`src/rtl/vdt_pkg.sv`:
```
package vdt_pkg;
    typedef enum logic [1:0] {
        ST_OFF = 2'd0,
        ST_ARM = 2'd1,
        ST_RUN = 2'd2
    } vdt_state_e;

    localparam logic [1:0] SEL_F1   = 2'd0;
    localparam logic [1:0] SEL_F2   = 2'd1;
    localparam logic [1:0] SEL_BOTH = 2'd2;
    localparam logic [1:0] SEL_PROG = 2'd3;

    localparam int S_F1   = 0;
    localparam int S_F2   = 1;
    localparam int S_FRM  = 2;
    localparam int S_CMP  = 3;
    localparam int S_MISS = 4;
    localparam int NSTAT  = 5;
endpackage

```
`src/rtl/vdt_raster.sv`:
```
module vdt_raster #(
    parameter int CW = 11
) (
    input  logic          clk,
    input  logic          rst_n,
    input  logic [CW-1:0] frm_w,
    input  logic [CW-1:0] frm_h,
    output logic [CW-1:0] pix,
    output logic [CW-1:0] line,
    output logic          at_origin,
    output logic          at_end
);
    logic line_wrap;

    assign line_wrap = (pix >= frm_w);
    assign at_origin = (pix == '0) && (line == '0);
    assign at_end    = (pix == frm_w) && (line == frm_h);

    always_ff @(posedge clk) begin
        if (!rst_n) begin
            pix  <= '0;
            line <= '0;
        end else begin
            pix <= line_wrap ? '0 : pix + 1'b1;
            if (line_wrap) begin
                line <= (line >= frm_h) ? '0 : line + 1'b1;
            end
        end
    end
endmodule

```
`src/rtl/vdt_sync.sv`:
```
module vdt_sync #(
    parameter int CW = 11,
    localparam int PW = 2 * CW
) (
    input  logic          clk,
    input  logic          rst_n,
    input  logic [CW-1:0] pix,
    input  logic [CW-1:0] line,
    input  logic          at_origin,
    input  logic [CW-1:0] hb_start,
    input  logic [CW-1:0] hb_stop,
    input  logic [CW-1:0] hs_start,
    input  logic [CW-1:0] hs_len,
    input  logic [PW-1:0] vb_on1,
    input  logic [PW-1:0] vb_off1,
    input  logic [PW-1:0] vb_on2,
    input  logic [PW-1:0] vb_off2,
    input  logic [PW-1:0] vs_on1,
    input  logic [PW-1:0] vs_off1,
    input  logic [PW-1:0] vs_on2,
    input  logic [PW-1:0] vs_off2,
    input  logic [PW-1:0] f2_start,
    input  logic [CW-1:0] img_hoff,
    input  logic [CW-1:0] img_voff,
    input  logic [CW-1:0] img_w,
    input  logic [CW-1:0] img_h,
    output logic          hb_q,
    output logic          hs_q,
    output logic          vb_q,
    output logic          vs_q,
    output logic          fld_q,
    output logic          img_q
);
    logic [PW-1:0] here, vb_on, vb_off, vs_on, vs_off;
    logic [CW:0]   hs_end, x0, x1, y0, y1;
    logic          in_x, in_y;

    assign here   = {line, pix};
    assign vb_on  = fld_q ? vb_on2  : vb_on1;
    assign vb_off = fld_q ? vb_off2 : vb_off1;
    assign vs_on  = fld_q ? vs_on2  : vs_on1;
    assign vs_off = fld_q ? vs_off2 : vs_off1;

    assign hs_end = {1'b0, hs_start} + {1'b0, hs_len};
    assign x0     = {1'b0, hb_stop} + {1'b0, img_hoff};
    assign x1     = x0 + {1'b0, img_w};
    assign y0     = {1'b0, vb_off[PW-1:CW]} + {1'b0, img_voff};
    assign y1     = y0 + {1'b0, img_h};
    assign in_x   = ({1'b0, pix} >= x0) && ({1'b0, pix} < x1);
    assign in_y   = ({1'b0, line} >= y0) && ({1'b0, line} < y1);

    always_ff @(posedge clk) begin
        if (!rst_n) begin
            hb_q  <= 1'b0;
            hs_q  <= 1'b0;
            vb_q  <= 1'b0;
            vs_q  <= 1'b0;
            fld_q <= 1'b0;
            img_q <= 1'b0;
        end else begin
            if (pix == hb_start)     hb_q <= 1'b1;
            else if (pix == hb_stop) hb_q <= 1'b0;

            hs_q <= ({1'b0, pix} >= {1'b0, hs_start}) && ({1'b0, pix} < hs_end);

            if (here == vb_on)       vb_q <= 1'b1;
            else if (here == vb_off) vb_q <= 1'b0;

            if (here == vs_on)       vs_q <= 1'b1;
            else if (here == vs_off) vs_q <= 1'b0;

            if (here == f2_start)    fld_q <= 1'b1;
            else if (at_origin)      fld_q <= 1'b0;

            img_q <= in_x && in_y;
        end
    end
endmodule

```
`src/rtl/vdt_ctrl.sv`:
```
module vdt_ctrl
    import vdt_pkg::*;
#(
    parameter int CW = 11
) (
    input  logic             clk,
    input  logic             rst_n,
    input  logic             blank_dis,
    input  logic             cont_mode,
    input  logic [1:0]       fld_sel,
    input  logic             at_origin,
    input  logic             at_end,
    input  logic             at_f2,
    input  logic [NSTAT-1:0] int_en,
    input  logic [NSTAT-1:0] stat_clr,
    output logic             running,
    output logic [NSTAT-1:0] status,
    output logic             irq
);
    vdt_state_e      state, state_nx;
    logic [2:0]      ev;
    logic            miss;
    logic [NSTAT-1:0] kept;

    // state register
    always_ff @(posedge clk) begin
        if (!rst_n) state <= ST_OFF;
        else        state <= state_nx;
    end

    // next state
    always_comb begin
        state_nx = state;
        unique case (state)
            ST_OFF: if (!blank_dis) state_nx = ST_ARM;
            ST_ARM: begin
                if (blank_dis)      state_nx = ST_OFF;
                else if (at_origin) state_nx = ST_RUN;
            end
            ST_RUN: if (blank_dis)  state_nx = ST_OFF;
            default:                state_nx = ST_OFF;
        endcase
    end

    // completion events and status outputs
    assign running = (state == ST_RUN);
    always_comb begin
        ev[S_F1]  = running && at_f2  && (fld_sel == SEL_F1 || fld_sel == SEL_BOTH);
        ev[S_F2]  = running && at_end && (fld_sel == SEL_F2 || fld_sel == SEL_BOTH);
        ev[S_FRM] = running && at_end && (fld_sel == SEL_PROG);
        miss      = !cont_mode && |(ev & status[2:0] & ~stat_clr[2:0]);
        kept      = status & ~stat_clr;
    end

    always_ff @(posedge clk) begin
        if (!rst_n) begin
            status <= '0;
        end else begin
            status[2:0]    <= kept[2:0] | ev;
            status[S_CMP]  <= kept[S_CMP] | (|ev);
            status[S_MISS] <= kept[S_MISS] | miss;
        end
    end

    assign irq = |(status & int_en);
endmodule

```
`src/rtl/vid_raster_timing.sv`:
```
module vid_raster_timing
    import vdt_pkg::*;
#(
    parameter int CW = 11,
    localparam int PW = 2 * CW
) (
    input  logic             clk,
    input  logic             rst_n,
    input  logic             blank_dis,
    input  logic             cont_mode,
    input  logic [1:0]       fld_sel,
    input  logic [CW-1:0]    frm_w,
    input  logic [CW-1:0]    frm_h,
    input  logic [CW-1:0]    hb_start,
    input  logic [CW-1:0]    hb_stop,
    input  logic [CW-1:0]    hs_start,
    input  logic [CW-1:0]    hs_len,
    input  logic [PW-1:0]    vb_on1,
    input  logic [PW-1:0]    vb_off1,
    input  logic [PW-1:0]    vb_on2,
    input  logic [PW-1:0]    vb_off2,
    input  logic [PW-1:0]    vs_on1,
    input  logic [PW-1:0]    vs_off1,
    input  logic [PW-1:0]    vs_on2,
    input  logic [PW-1:0]    vs_off2,
    input  logic [PW-1:0]    f2_start,
    input  logic [CW-1:0]    img_hoff,
    input  logic [CW-1:0]    img_voff,
    input  logic [CW-1:0]    img_w,
    input  logic [CW-1:0]    img_h,
    input  logic [NSTAT-1:0] int_en,
    input  logic [NSTAT-1:0] stat_clr,
    output logic [CW-1:0]    pix_cnt,
    output logic [CW-1:0]    line_cnt,
    output logic             hblank,
    output logic             hsync,
    output logic             vblank,
    output logic             vsync,
    output logic             field_id,
    output logic             img_active,
    output logic             disp_on,
    output logic [NSTAT-1:0] status,
    output logic             irq
);
    logic at_origin, at_end, at_f2;
    logic hb_q, vb_q, img_q;

    vdt_raster #(.CW(CW)) u_raster (
        .clk(clk), .rst_n(rst_n), .frm_w(frm_w), .frm_h(frm_h),
        .pix(pix_cnt), .line(line_cnt), .at_origin(at_origin), .at_end(at_end)
    );

    assign at_f2 = ({line_cnt, pix_cnt} == f2_start);

    vdt_sync #(.CW(CW)) u_sync (
        .clk(clk), .rst_n(rst_n), .pix(pix_cnt), .line(line_cnt), .at_origin(at_origin),
        .hb_start(hb_start), .hb_stop(hb_stop), .hs_start(hs_start), .hs_len(hs_len),
        .vb_on1(vb_on1), .vb_off1(vb_off1), .vb_on2(vb_on2), .vb_off2(vb_off2),
        .vs_on1(vs_on1), .vs_off1(vs_off1), .vs_on2(vs_on2), .vs_off2(vs_off2),
        .f2_start(f2_start), .img_hoff(img_hoff), .img_voff(img_voff),
        .img_w(img_w), .img_h(img_h),
        .hb_q(hb_q), .hs_q(hsync), .vb_q(vb_q), .vs_q(vsync), .fld_q(field_id), .img_q(img_q)
    );

    vdt_ctrl #(.CW(CW)) u_ctrl (
        .clk(clk), .rst_n(rst_n), .blank_dis(blank_dis), .cont_mode(cont_mode),
        .fld_sel(fld_sel), .at_origin(at_origin), .at_end(at_end), .at_f2(at_f2),
        .int_en(int_en), .stat_clr(stat_clr), .running(disp_on), .status(status), .irq(irq)
    );

    assign hblank     = hb_q | ~disp_on;
    assign vblank     = vb_q | ~disp_on;
    assign img_active = img_q & disp_on;
endmodule

```
`config.mk`:
```
export PLATFORM = sky130hd
export DESIGN_NAME = vid_raster_timing
export DESIGN_NICKNAME = d
export VERILOG_FILES = /design/src/rtl/vdt_pkg.sv /design/src/rtl/vdt_raster.sv /design/src/rtl/vdt_sync.sv /design/src/rtl/vdt_ctrl.sv /design/src/rtl/vid_raster_timing.sv
export SDC_FILE = /design/constraint.sdc
export NUM_CORES = 1
export LEC_CHECK = 0
export BUFFER_PORTS_ARGS = -buffer_cell sky130_fd_sc_hd__buf_2
export CAP_MARGIN = 20
export CORE_MARGIN = 4
export CORE_UTILIZATION = 51
export CTS_CLUSTER_SIZE = 16
export DETAILED_ROUTE_END_ITERATION = 10
export GPL_ROUTABILITY_DRIVEN = 0
export GPL_TIMING_DRIVEN = 1
export MAX_ROUTING_LAYER = met4
export PLACE_DENSITY = 0.83
export SLEW_MARGIN = 20
export SYNTH_ARGS = -nofsm -noshare
export SYNTH_HDL_FRONTEND = slang
export SYNTH_HIERARCHICAL = 1
export SYNTH_SLANG_ARGS = --single-unit
```
`constraint.sdc`:
```
create_clock -name clk -period 6.4 [get_ports clk]
set_clock_uncertainty 0.1 [all_clocks]
set_input_delay 0.64 -clock clk [delete_from_list [all_inputs] [get_ports clk]]
set_output_delay 0.64 -clock clk [all_outputs]
set_load 0.03 [all_outputs]
```
# [Word-level counts from Yosys, hierarchy flattened]
# Cells that the tools add are included.
[totals] regBits=35 in_bits=324 word_cells=102
[op_classes] addsub=7 n_lt_le_gt_ge=8 eq_ne=17 mux=18 n_bitwise=14 n_reduce_logical=28
[ops] op="$eq 22x22->1" n=5
[ops] op="$mux 22" n=4
[ops] op="$eq 11x11->1" n=4
[ops] op="$add 11x11->12" n=3
[ops] op="$lt 11x12->1" n=3
[ops] op="$ge 11x11->1" n=3
[ops] op="$add 12x11->12" n=2
[ops] op="$ge 11x12->1" n=2
[ops] op="$add 11x1->11 const B" n=2
[ops] op="$logic_not 11->1" n=2
[ops] op="$logic_and 1x1->1" n=12
[ops] op="$mux 11" n=1
[ops] op="$and 5x5->5" n=2
[ops] op="$mux 1" n=8
[ops] op="$mux 2" n=4
[ops] op="$reduce_bool 2->1" n=4
[ops] op="$and 3x3->3" n=2
[ops] op="$eq 2x2->1 const B" n=3
[ops] op="$pmux 2 s3" n=1
[ops] op="$reduce_or 3->1" n=2
[ops] op="$not 5->5" n=1
[ops] op="$reduce_or 5->1" n=1
[ops] op="$eq 2x1->1 const B" n=2
[ops] op="$logic_not 2->1" n=2
[ops] op="11 further kinds" n=17

# [Longest topological paths before layout]
# Gate-level depths: netlist (run 1).
[depth] word_depth=9 mapped_depth=23 mapped_depth_nobuf=21

# [Hierarchy]
# The synthesis (run 1) kept the hierarchy.
[by_module_without_submodules] mod="vdt_sync" n_inst=1 cells_each=782 area_per_inst_um2=6381.1
[by_module_without_submodules] mod="vdt_raster" n_inst=1 cells_each=213 area_per_inst_um2=1719.1
[by_module_without_submodules] mod="vdt_ctrl" n_inst=1 cells_each=44 area_per_inst_um2=395.4
[by_module_without_submodules] mod="vid_raster_timing" n_inst=1 cells_each=32 area_per_inst_um2=261.5

# [Least setup slack after synthesis (run 1)]
# OpenSTA, ideal clock, no wires.
[synth_path] kind="flip-flop to flip-flop" startpoint="reg u_sync.fld_q" endpoint="reg u_sync.img_q" arrival_ns=4.832 t_required_ns=6.204 setup_slack_ns=1.372 stages_incl_launch_ff=23 n_path_buf=2 synth_period_minus_slack_ns=5.028 path_cell_list="dfxtp_1 -> buf_6 -> buf_6 -> mux2_2 -> ha_1 -> fa_1 -> a21o_1 -> a21oi_1 -> o211ai_1 -> xor2_1 -> ha_1 -> a2111oi_0 -> o211ai_1 -> nand2_1 -> nor2_1 -> nor2_1 -> xor2_1 -> ha_1 -> a2111oi_0 -> o21ai_0 -> a21oi_1 -> a311oi_1 -> nor4b_1"
[synth_via] elab_chain_len=6 word_cells_on_any_way=7 classes_between="2 x add/sub; 2 x order compare; 1 x mux; 2 x reduce/logical"
[synth_rtl] element="start: declaration" line="vdt_sync.sv:31" source="output logic fld_q,"
[synth_rtl] element="start signal: assignment" line="vdt_sync.sv:58" source="fld_q <= 1'b0;"
[synth_rtl] element="start signal: assignment" line="vdt_sync.sv:72" source="if (here == f2_start) fld_q <= 1'b1;"
[synth_rtl] element="start signal: assignment" line="vdt_sync.sv:73" source="else if (at_origin) fld_q <= 1'b0;"
[synth_rtl] element="$mux 22 *" line="vdt_sync.sv:40" source="assign vb_off = fld_q ? vb_off2 : vb_off1;"
[synth_rtl] element="$add 11x11->12 *" line="vdt_sync.sv:47" source="assign y0 = {1'b0, vb_off[PW-1:CW]} + {1'b0, img_voff};"
[synth_rtl] element="$add 12x11->12" line="vdt_sync.sv:48" source="assign y1 = y0 + {1'b0, img_h};"
[synth_rtl] element="$lt 11x12->1" line="vdt_sync.sv:50" source="assign in_y = ({1'b0, line} >= y0) && ({1'b0, line} < y1);"
[synth_rtl] element="$logic_and 1x1->1 *" line="vdt_sync.sv:50"
[synth_rtl] element="$logic_and 1x1->1 *" line="vdt_sync.sv:75" source="img_q <= in_x && in_y;"
[synth_rtl] element="end signal: assignment" line="vdt_sync.sv:75"
[synth_rtl] element="end: declaration" line="vdt_sync.sv:32" source="output logic img_q"
# Every way passes the cells marked *; elsewhere a longest branch is shown, timed or not.
# A chain may end at the register's enable or synchronous reset.

# [Final worst setup path (run 1)]
# Ends and elaborated chain as after synthesis.

==> flow_summary_export.csv, run 1 <==
group,metric,value,unit
status,status,"finished, final reports clean",
detailed_routing,num_vias,9606,
critical_path,critPathBufInv,0,
grt,antenna_found_initial,6,
sta,fin_setup_tns,0,ps
detailed_routing,via_per_inst,5.829,
final_layout,multiInputGateArea,7518,um^2
cts,cts.path.max_buffers,2,
grt,grt_pass1_vias,9681,
yosys,synth_seq_cells,35,
sta,min_period,5911,ps
critical_path,crit_cells,20,
critical_path,max_stage_delay,720,ps
detailed_routing,drtPass1Iterations,5,
critical_path,critical_path_required,6480,ps
sta,setup_violations,0,
yosys,synth.most_common_cell,"ha_1",
yosys,synthTopCellsByCount,"ha_1, xnor2_1, xor2_1",
cts,clock-root-buffer,"clkbuf_16",
yosys,netlist_area,8757,um^2
placement,dp_hpwl,27180,um
detailed_routing,final_antenna_net_count,0,
yosys,synthCells,1071,
critical_path,end_kind,"register",
cts,cts_tree,"done",
critical_path,crit_top_cell,"ha_1",
cts,clk_latency,290,ps
floorplan,rows,47,
yosys,syn_area_per_cell,8.177,um^2
final_layout,final_nets,1900,
yosys,yosysTopAreaCellShare,0.2143,
sta,report.final.slew_viol_count,0,
cts,cts_hold_buf,0,
critical_path,cp-start-kind,"register",
cts,postCtsSetupBuffers,0,
critical_path,path_class,"reg -> reg",
grt,grt_max_degree,54,
min_path,hold_path_class,"reg -> reg",
sta,rsz0062_at_grt,"no",
floorplan,dieWidth,139.0,um
yosys,yosysSeqAreaShare,0.08001,
power_and_ir_drop,worst_ir_drop_vdd,96.89,uV
yosys,synth_ff_type,"dfxtp_1",
critical_path,ff2ff_path_depth,20,
detailed_routing,drt_iter0_markers,727,
sta,hold_viol,0,
sta,period_share,0.9235,
yosys,yosys-top-cells-area,"ha_1, xnor2_1, mux2i_1, xor2_1, dfxtp_1",
floorplan,dieArea,19330,um^2
placement,placement.io_buffers,358,
yosys,syn_nets,1550,
final_layout,drive_gt1_frac,0.2918,
critical_path,cp_slowest_cell,"dfxtp_4",
grt,grt_use_total,0.3371,
yosys,ys_async_sr_fraction,0,
power_and_ir_drop,power_density,120.5,nW/um^2
yosys,yosysWarnings,6,
final_layout,num-fill-cells,1412,
critical_path,crit_family,"compound AO/OA/AOI/OAI gates",
power_and_ir_drop,power_leakage,5.360,nW
final_layout,fin_util,0.6547,
detailed_routing,wl_per_cell,20.34,um
floorplan,start_util,0.5243,
detailed_routing,drt_wl_total,33520,um
cts,cts.sinks,35,
sta,fmax,169.2,MHz
power_and_ir_drop,p_total,1.318,mW
flow_run,drv_cap,0,
sta,worst_pin_slew,949.5,ps
critical_path,crit_chain,"mux2_2, ha_1, fa_1, a21o_1, a21oi_1, o211ai_1, xor2_1, ha_1, a2111oi_0, o211ai_1, nand2_1, nor2_1, nor2_1, xor2_1, ha_1, a2111oi_0, o21ai_0, a21oi_1, a311oi_1, nor4b_1",
floorplan,core,16700,um^2
yosys,synth_edf_count,0,
final_layout,syn2layout_area_growth,24.86,%
floorplan,ioPinCount,359,
cts,cts_buffers,5,
cts,cts_resized,0,
sta,slew_headroom,0.3612,
detailed_routing,route.detailed.drc,0,
cts,path_clk_slew,60,ps
floorplan,die_y,139.0,um
min_path,holdPathStages,2,
grt,grt-ovfl-total,0,
yosys,yosys.cell_types.count,72,
critical_path,arrival,6000,ps
yosys,synth_area_leader_cell,"ha_1",
critical_path,cp_max_fo,38,
cts,cts-htree-levels,2,
grt,grt_pass1_wl,50890,um
final_layout,register_area,704.4,um^2
## cell type report
class / instances / share of cell area
clock buffer: 6 / 0.01373
clock inverter: 2 / 0.001259
antenna: 6 / 0.001373
multi-input combinational: 917 / 0.6876
timing repair buffer: 378 / 0.1776
inverter: 84 / 0.02884
sequential: 35 / 0.06442
tap: 220 / 0.02517
## worst min-delay path, cell delays in order (launching register included)
cell and delay (ps):
dfxtp_1 310, o31ai_1 60, a21boi_0 70
## state kept, by name, summed over array words and instances, names as in the netlist
signal / flops
u_ctrl/state: 2
u_ctrl/status: 5
u_raster/line: 11
u_raster/pix: 11
u_sync/fld_q: 1
u_sync/hb_q: 1
u_sync/hs_q: 1
u_sync/img_q: 1
u_sync/vb_q: 1
u_sync/vs_q: 1
## worst paths after layout
path,from,end,slack (ps)
worst min register to register,u_sync/hb_q,u_sync/hb_q,400
worst min-delay path,u_sync/hb_q,u_sync/hb_q,400
worst max register to register,u_sync/fld_q,u_sync/img_q,490
worst max-delay path,u_sync/fld_q,u_sync/img_q,490
## placed cells by master (no fill, tap or decap), types with 6 or more instances in the layout
cell,instances
diode_2,6
clkbuf_16,6
nor4_1,35
dfxtp_1,34
inv_1,84
a21o_1,23
o21a_1,7
nor2b_1,17
nand4_1,25
mux2_2,11
ha_1,150
a21oi_1,57
o211ai_1,12
nand3_1,28
a211oi_1,6
a32oi_1,8
mux2i_1,78
nor3_1,15
nand2_1,47
o22ai_1,11
buf_2,358
buf_4,20
o21ai_0,33
nor2_1,39
xnor2_1,121
xor2_1,89
nand2b_1,21
## per-layer routing
metal,GRT usage,vias to the layer above,wire length [um]
met5,-,-,0
met3,0.05621,124,2536
li1,-,4568,-
met2,0.5802,502,16520
met1,0.3731,4412,12680
met4,0.1782,0,1781
## through the flow
step / hold WS, ps / area [um^2] / setup WS [ps] / cells
2_1_floorplan: 349.5 / 8757 / 1372 / 1071
3_3_place_gp: 369.0 / 10760 / 1198 / 1634
3_5_place_dp: 383.0 / 10760 / 675.5 / 1634
4_1_cts: 395.7 / 10920 / 629.6 / 1642
5_1_grt: 416.7 / 10930 / 176.2 / 1648
6_report: 399.3 / 10930 / 489.4 / 1648
## where the power goes
part | internal (mW) | switching, mW | total [mW]
registers | 0.220 | 0.00199 | 0.222
clock network | 0.168 | 0.112 | 0.280
logic | 0.378 | 0.438 | 0.815
## cell families (layout without fill, tap and decap cells)
group           count (synthesis)  after routing  share of synthesized area
flops                          35             35                    0.08001
fa+ha+maj                     155            155                     0.2257
compound gates                203            203                     0.1562
xor+xnor                      210            210                     0.2100
other cells                     0              6                          0
buf+inv                       119            470                    0.06144
mux                            89             89                     0.1033
simple gates                  260            260                     0.1633
Power figures use the tool's default switching activity.
==> inputs of run 2 (changes only) <==
--- a/config.mk
+++ b/config.mk
@@ -7,14 +7,15 @@
 export LEC_CHECK = 0
 export BUFFER_PORTS_ARGS = -buffer_cell sky130_fd_sc_hd__buf_2
 export CAP_MARGIN = 20
+export CORE_ASPECT_RATIO = 1.5
 export CORE_MARGIN = 4
-export CORE_UTILIZATION = 51
+export CORE_UTILIZATION = 40
 export CTS_CLUSTER_SIZE = 16
 export DETAILED_ROUTE_END_ITERATION = 10
 export GPL_ROUTABILITY_DRIVEN = 0
 export GPL_TIMING_DRIVEN = 1
 export MAX_ROUTING_LAYER = met4
-export PLACE_DENSITY = 0.83
+export PLACE_DENSITY = 0.67
 export SLEW_MARGIN = 20
 export SYNTH_ARGS = -nofsm -noshare
 export SYNTH_HDL_FRONTEND = slang
==> run 2 against run 1 <==
Effect of this change:
- total power is 3.2% lower
- worst hold slack worse by 3.3 ps
- register-to-register slack better by 320 ps
- count of clock-buffer cells in the layout stayed put
- maximum frequency is 5.7% higher
- wire length is 2.9% higher
- sequential power hardly changed
- via count is 3.1% lower
- critical path depth stayed put
- cell area is 0.42% higher
- clock power is 9.6% lower
- highest routed layer unchanged
==> flow_summary_export.csv, run 2 (synthesized netlist as in run 1, its figures left out) <==
group,metric,value,unit
status,status,"finished, final reports clean",
cts,cts-htree-levels,2,
power_and_ir_drop,power_leakage,5.348,nW
cts,cts_hold_buf,0,
final_layout,postLayoutCellArea,10980,um^2
flow_run,drv_cap,0,
final_layout,num-fill-cells,2209,
cts,postCtsSetupBuffers,0,
placement,dp_slack,1029,ps
sta,fin_setup_tns,0,ps
detailed_routing,drt_iter0_markers,431,
critical_path,crit-reg2reg-launch,"u_sync/fld_q",
critical_path,timing.rr.end,"u_sync/img_q",
sta,report.final.slew_viol_count,0,
sta,layout_setup_ws,809.1,ps
critical_path,max_stage_delay,590,ps
critical_path,path_class,"reg -> reg",
critical_path,crit_chain,"mux2_2, ha_1, fa_1, a21o_1, a21oi_1, o211ai_1, xor2_1, ha_1, a2111oi_0, o211ai_1, nand2_1, nor2_1, nor2_1, xor2_1, ha_1, a2111oi_0, o21ai_0, a21oi_1, a311oi_1, nor4b_1",
floorplan,core,21640,um^2
detailed_routing,num_vias,9306,
floorplan,rows,66,
final_layout,syn2layout_area_growth,25.39,%
critical_path,ff2ff_path_depth,20,
critical_path,crit_path_end,"u_sync/img_q",
sta,setup_violations,0,
final_layout,multiInputGateArea,7518,um^2
cts,cts_resized,0,
sta,period_share,0.8736,
final_layout,fin_util,0.5075,
critical_path,critical_path_required,6490,ps
final_layout,reg.largest.list,"u_raster/line: 11 flops, u_raster/pix: 11 flops, u_ctrl/status: 5 flops",
detailed_routing,wl_per_cell,20.26,um
critical_path,arrival,5680,ps
detailed_routing,drtPass1Iterations,5,
final_layout,drive_gt1_frac,0.2911,
cts,cts.sinks,35,
cts,cts_tree,"done",
cts,clock-root-buffer,"clkbuf_16",
power_and_ir_drop,worst_ir_drop_vdd,95.30,uV
final_layout,final_nets,1900,
critical_path,end_kind,"register",
critical_path,cp-start-kind,"register",
power_and_ir_drop,power_density,116.2,nW/um^2
detailed_routing,final_antenna_net_count,0,
sta,rsz0062_at_grt,"no",
grt,grt_pass1_wl,50940,um
placement,place_area,10820,um^2
cts,cts.path.max_buffers,2,
sta,hold_viol,0,
detailed_routing,route.detailed.drc,0,
placement,dp_hpwl,28430,um
detailed_routing,via_per_inst,5.468,
critical_path,ff2ff_setup_slack,810,ps
min_path,holdPathStages,1,
grt,grt_max_degree,65,
cts,path_clk_slew,70,ps
grt,grt_use_total,0.2783,
final_layout,register_area,704.4,um^2
placement,placement.io_buffers,358,
detailed_routing,drt_wl_total,34490,um
critical_path,crit_start,"u_sync/fld_q",
cts,clk_latency,290,ps
final_layout,layout_common_cells,"buf_2, ha_1, xnor2_1, xor2_1, inv_1",
floorplan,die_y,189.2,um
critical_path,cp_slowest_cell,"dfxtp_4",
critical_path,cp_max_fo,27,
sta,slew_headroom,0.3099,
final_layout,final_common_cell,"buf_2",
floorplan,dieWidth,128.8,um
cts,cts_buffers,5,
grt,grt_pass1_vias,9448,
floorplan,ioPinCount,359,
sta,worst_pin_slew,1035,ps
grt,antenna_found_initial,8,
min_path,hold_path_class,"reg -> reg",
grt,grt-ovfl-total,0,
floorplan,start_util,0.4048,
floorplan,dieArea,24370,um^2
sta,fmax,178.9,MHz
critical_path,crit_top_cell,"ha_1",
sta,min_period,5591,ps
## run 2: changes by cell type in the layout (fill, tap and decap cells not counted)
| cell | previous run | this run |
|---|---|---|
| clkbuf_16 | 6 | 5 |
| diode_2 | 6 | 8 |
| inv_4 | 0 | 1 |
| clkbuf_1 | 0 | 1 |
| clkinv_4 | 1 | 0 |
## run 2: critical path: cells and delay by family (launching register included)
kind,cells,cell delay (ps)
AO/OA/AOI/OAI,9,2150
AND/OR/NAND/NOR,4,610
multiplexers,1,410
flip-flops,1,590
adder cells (fa/ha/maj),4,1180
XOR/XNOR,2,420
## run 2: how the worst min path moves through the flow
stage / endpoint / slack [ps] / startpoint
after floorplan: u_sync/hb_q / 350 / u_sync/hb_q
after global placement: u_ctrl/state[0] / 390 / u_ctrl/state[0]
after detailed placement: u_sync/vs_q / 390 / u_sync/vs_q
after CTS: u_ctrl/state[0] / 400 / u_ctrl/state[0]
after global routing: u_ctrl/state[0] / 450 / u_ctrl/state[1]
final: u_ctrl/state[0] / 400 / u_ctrl/state[0]
## run 2: report_power, final
group	total, mW	internal, mW	leakage, nW	switching, mW
Combinational	0.800	0.375	4.99	0.425
Clock	0.253	0.144	0.0712	0.109
Sequential	0.222	0.220	0.284	0.00244
Total	1.28	0.740	5.35	0.536
## run 2: layer usage
metal	track usage	part of all wire	vias up	wire (um)
li1	-	-	4576	-
met1	0.3067	0.38	4315	13250
met2	0.5038	0.52	360	17850
met3	0.04431	0.071	55	2451
met4	0.08973	0.027	0	941
met5	-	0	-	0
## run 2: final cells by class
type	instances	share of cell area
multi-input combinational	917	0.6847
timing repair buffer	378	0.1768
sequential	35	0.06415
tap	272	0.03099
inverter	84	0.02871
clock buffer	6	0.01174
antenna	8	0.001823
clock inverter	2	0.001026
## run 2: metrics by stage
| step | std cells | hold WS (ps) | power (mW) |
|---|---|---|---|
| after CTS | 1694 | 401.4 | 1.282 |
| after global placement | 1686 | 385.5 | 1.000 |
| final | 1702 | 396.1 | 1.276 |
| after global routing | 1702 | 452.2 | 1.392 |
| after floorplan | 1071 | 349.5 | 0.7719 |
| after detailed placement | 1686 | 388.9 | 1.018 |
==> inputs of run 3 (changes only) <==
--- a/config.mk
+++ b/config.mk
@@ -10,6 +10,7 @@
 export CORE_ASPECT_RATIO = 1.5
 export CORE_MARGIN = 4
 export CORE_UTILIZATION = 40
+export CTS_BUF_LIST = sky130_fd_sc_hd__clkbuf_8 sky130_fd_sc_hd__clkbuf_16
 export CTS_CLUSTER_SIZE = 16
 export DETAILED_ROUTE_END_ITERATION = 10
 export GPL_ROUTABILITY_DRIVEN = 0
==> run 3 against run 2 <==
Effect of this change:
- first-iteration DRC count grew 2.6%
- count of clock-buffer cells in the layout shrank 1
- via count grew 0.12%
- register-to-register slack gained 20 ps
==> flow_summary_export.csv, run 3 (synthesized netlist as in run 1, its figures left out) <==
group,metric,value,unit
detailed_routing,via_per_inst,5.474,
min_path,holdPathStages,1,
cts,clk_latency,290,ps
sta,rsz0062_at_grt,"no",
critical_path,cp-start-kind,"register",
sta,hold_viol,0,
sta,layout_setup_ws,824.9,ps
placement,placement.io_buffers,358,
cts,cts_resized,0,
sta,slew_headroom,0.3099,
critical_path,crit_top_cell,"ha_1",
detailed_routing,wl_per_cell,20.27,um
detailed_routing,route.detailed.drc,0,
critical_path,critical_path_required,6490,ps
grt,antenna_found_initial,8,
final_layout,syn2layout_area_growth,25.39,%
grt,grt_pass1_vias,9448,
power_and_ir_drop,switchingPower,536.9,uW
detailed_routing,drtPass1Iterations,5,
grt,use_met2,0.5038,
cts,cts.sinks,35,
flow_run,drv_cap,0,
cts,cts_buffers,5,
grt,grt_pass1_wl,50940,um
cts,path_clk_slew,70,ps
detailed_routing,final_antenna_net_count,0,
critical_path,ff2ff_path_depth,20,
final_layout,final_nets,1900,
sta,setup_violations,0,
min_path,hold_path_class,"reg -> reg",
power_and_ir_drop,power_frac_comb,0.628,
placement,dp_hpwl,28430,um
floorplan,start_util,0.4048,
cts,cts_hold_buf,0,
detailed_routing,drt_iter0_markers,442,
sta,fmax,179.4,MHz
grt,grt_use_total,0.2783,
critical_path,end_kind,"register",
final_layout,final_common_cell,"buf_2",
floorplan,dieWidth,128.8,um
detailed_routing,num_vias,9317,
floorplan,dieArea,24370,um^2
floorplan,die_y,189.2,um
sta,period_share,0.8711,
critical_path,crit-reg2reg-launch,"u_sync/fld_q",
sta,report.final.slew_viol_count,0,
power_and_ir_drop,power_leakage,5.352,nW
grt,grt_max_degree,65,
placement,dp_cells,1686,
placement,dp_slack,1029,ps
critical_path,timing.rr.end,"u_sync/img_q",
floorplan,rows,66,
power_and_ir_drop,p_int,738.0,uW
floorplan,core,21640,um^2
power_and_ir_drop,power_density,116.1,nW/um^2
critical_path,ff2ff_setup_slack,820,ps
critical_path,max_stage_delay,590,ps
final_layout,fin_cells,1702,
critical_path,crit_chain,"mux2_2, ha_1, fa_1, a21o_1, a21oi_1, o211ai_1, xor2_1, ha_1, a2111oi_0, o211ai_1, nand2_1, nor2_1, nor2_1, xor2_1, ha_1, a2111oi_0, o21ai_0, a21oi_1, a311oi_1, nor4b_1",
power_and_ir_drop,pwr-share-seq,0.174,
sta,whs,396.1,ps
final_layout,drive_gt1_frac,0.2911,
cts,postCtsSetupBuffers,0,
final_layout,layout_common_cells,"buf_2, ha_1, xnor2_1, xor2_1, inv_1",
power_and_ir_drop,p_total,1.275,mW
cts,cts-htree-levels,2,
min_path,worstHoldEndpoint,"u_ctrl/state[0]",
grt,grt_use_met3,0.04431,
detailed_routing,drt_wl_total,34500,um
floorplan,ioPinCount,359,
sta,worst_pin_slew,1035,ps
power_and_ir_drop,swShare,0.4211,
grt,top_usage_layer,"met2",
grt,grt-ovfl-total,0,
grt,grt_use_met1,0.3067,
critical_path,cp_slowest_cell,"dfxtp_4",
critical_path,cp_max_fo,27,
power_and_ir_drop,pwr-share-clk,0.198,
sta,fin_setup_tns,0,ps
cts,clock-root-buffer,"clkbuf_16",
critical_path,arrival,5660,ps
cts,cts.path.max_buffers,2,
cts,cts_tree,"done",
critical_path,crit_start,"u_sync/fld_q",
min_path,worstHoldStart,"u_ctrl/state[0]",
status,status,"finished, final reports clean",
power_and_ir_drop,worst_ir_drop_vdd,95.30,uV
sta,min_period,5575,ps
final_layout,reg.largest.list,"u_raster/line: 11 flops, u_raster/pix: 11 flops, u_ctrl/status: 5 flops",
critical_path,path_class,"reg -> reg",
-- run 3: through the flow --
| step | util | cell area (um^2) |
|---|---|---|
| floorplan | - | 8757 |
| global placement | 0.5001 | 10820 |
| detailed placement | 0.5001 | 10820 |
| CTS | 0.5066 | 10960 |
| global route | 0.5075 | 10980 |
| finish | 0.5075 | 10980 |
-- run 3: worst max-delay path by stage --
stage	slack, ps	end
floorplan	1370	u_sync/img_q
global placement	1210	u_sync/img_q
detailed placement	1030	u_sync/img_q
CTS	990	u_sync/img_q
global route	530	u_sync/img_q
finish	820	u_sync/img_q
-- run 3: worst max-delay path: cells and delay by family, from the launching register on --
kind	cells	cell delay [ps]
compound gates	9	2120
fa+ha+maj	4	1180
simple gates	4	610
flops	1	590
xor+xnor	2	420
mux	1	410
-- run 3: power by group through the flow --
stage	Combinational (mW)	Sequential, mW	Clock (mW)
final	0.801	0.222	0.252
after global routing	0.901	0.223	0.266
after CTS	0.797	0.222	0.261
after detailed placement	0.790	0.227	0
after global placement	0.773	0.227	0
after floorplan	0.539	0.233	0
-- run 3: final cells by class --
cell class,instances,area (um^2)
diodes,8,20.02
multi-input cells,917,7518
clock buffers,5,125.1
repair buffers,378,1942
fillers,2209,10660
flip-flops and latches,35,704.4
clock inverters,3,15.01
well taps,272,340.3
inverters,84,315.3
-- run 3: layer usage --
metal	vias up	wire, um
met2	366	17840
li1	4579	-
met1	4317	13250
met4	0	935
met5	-	0
met3	55	2482
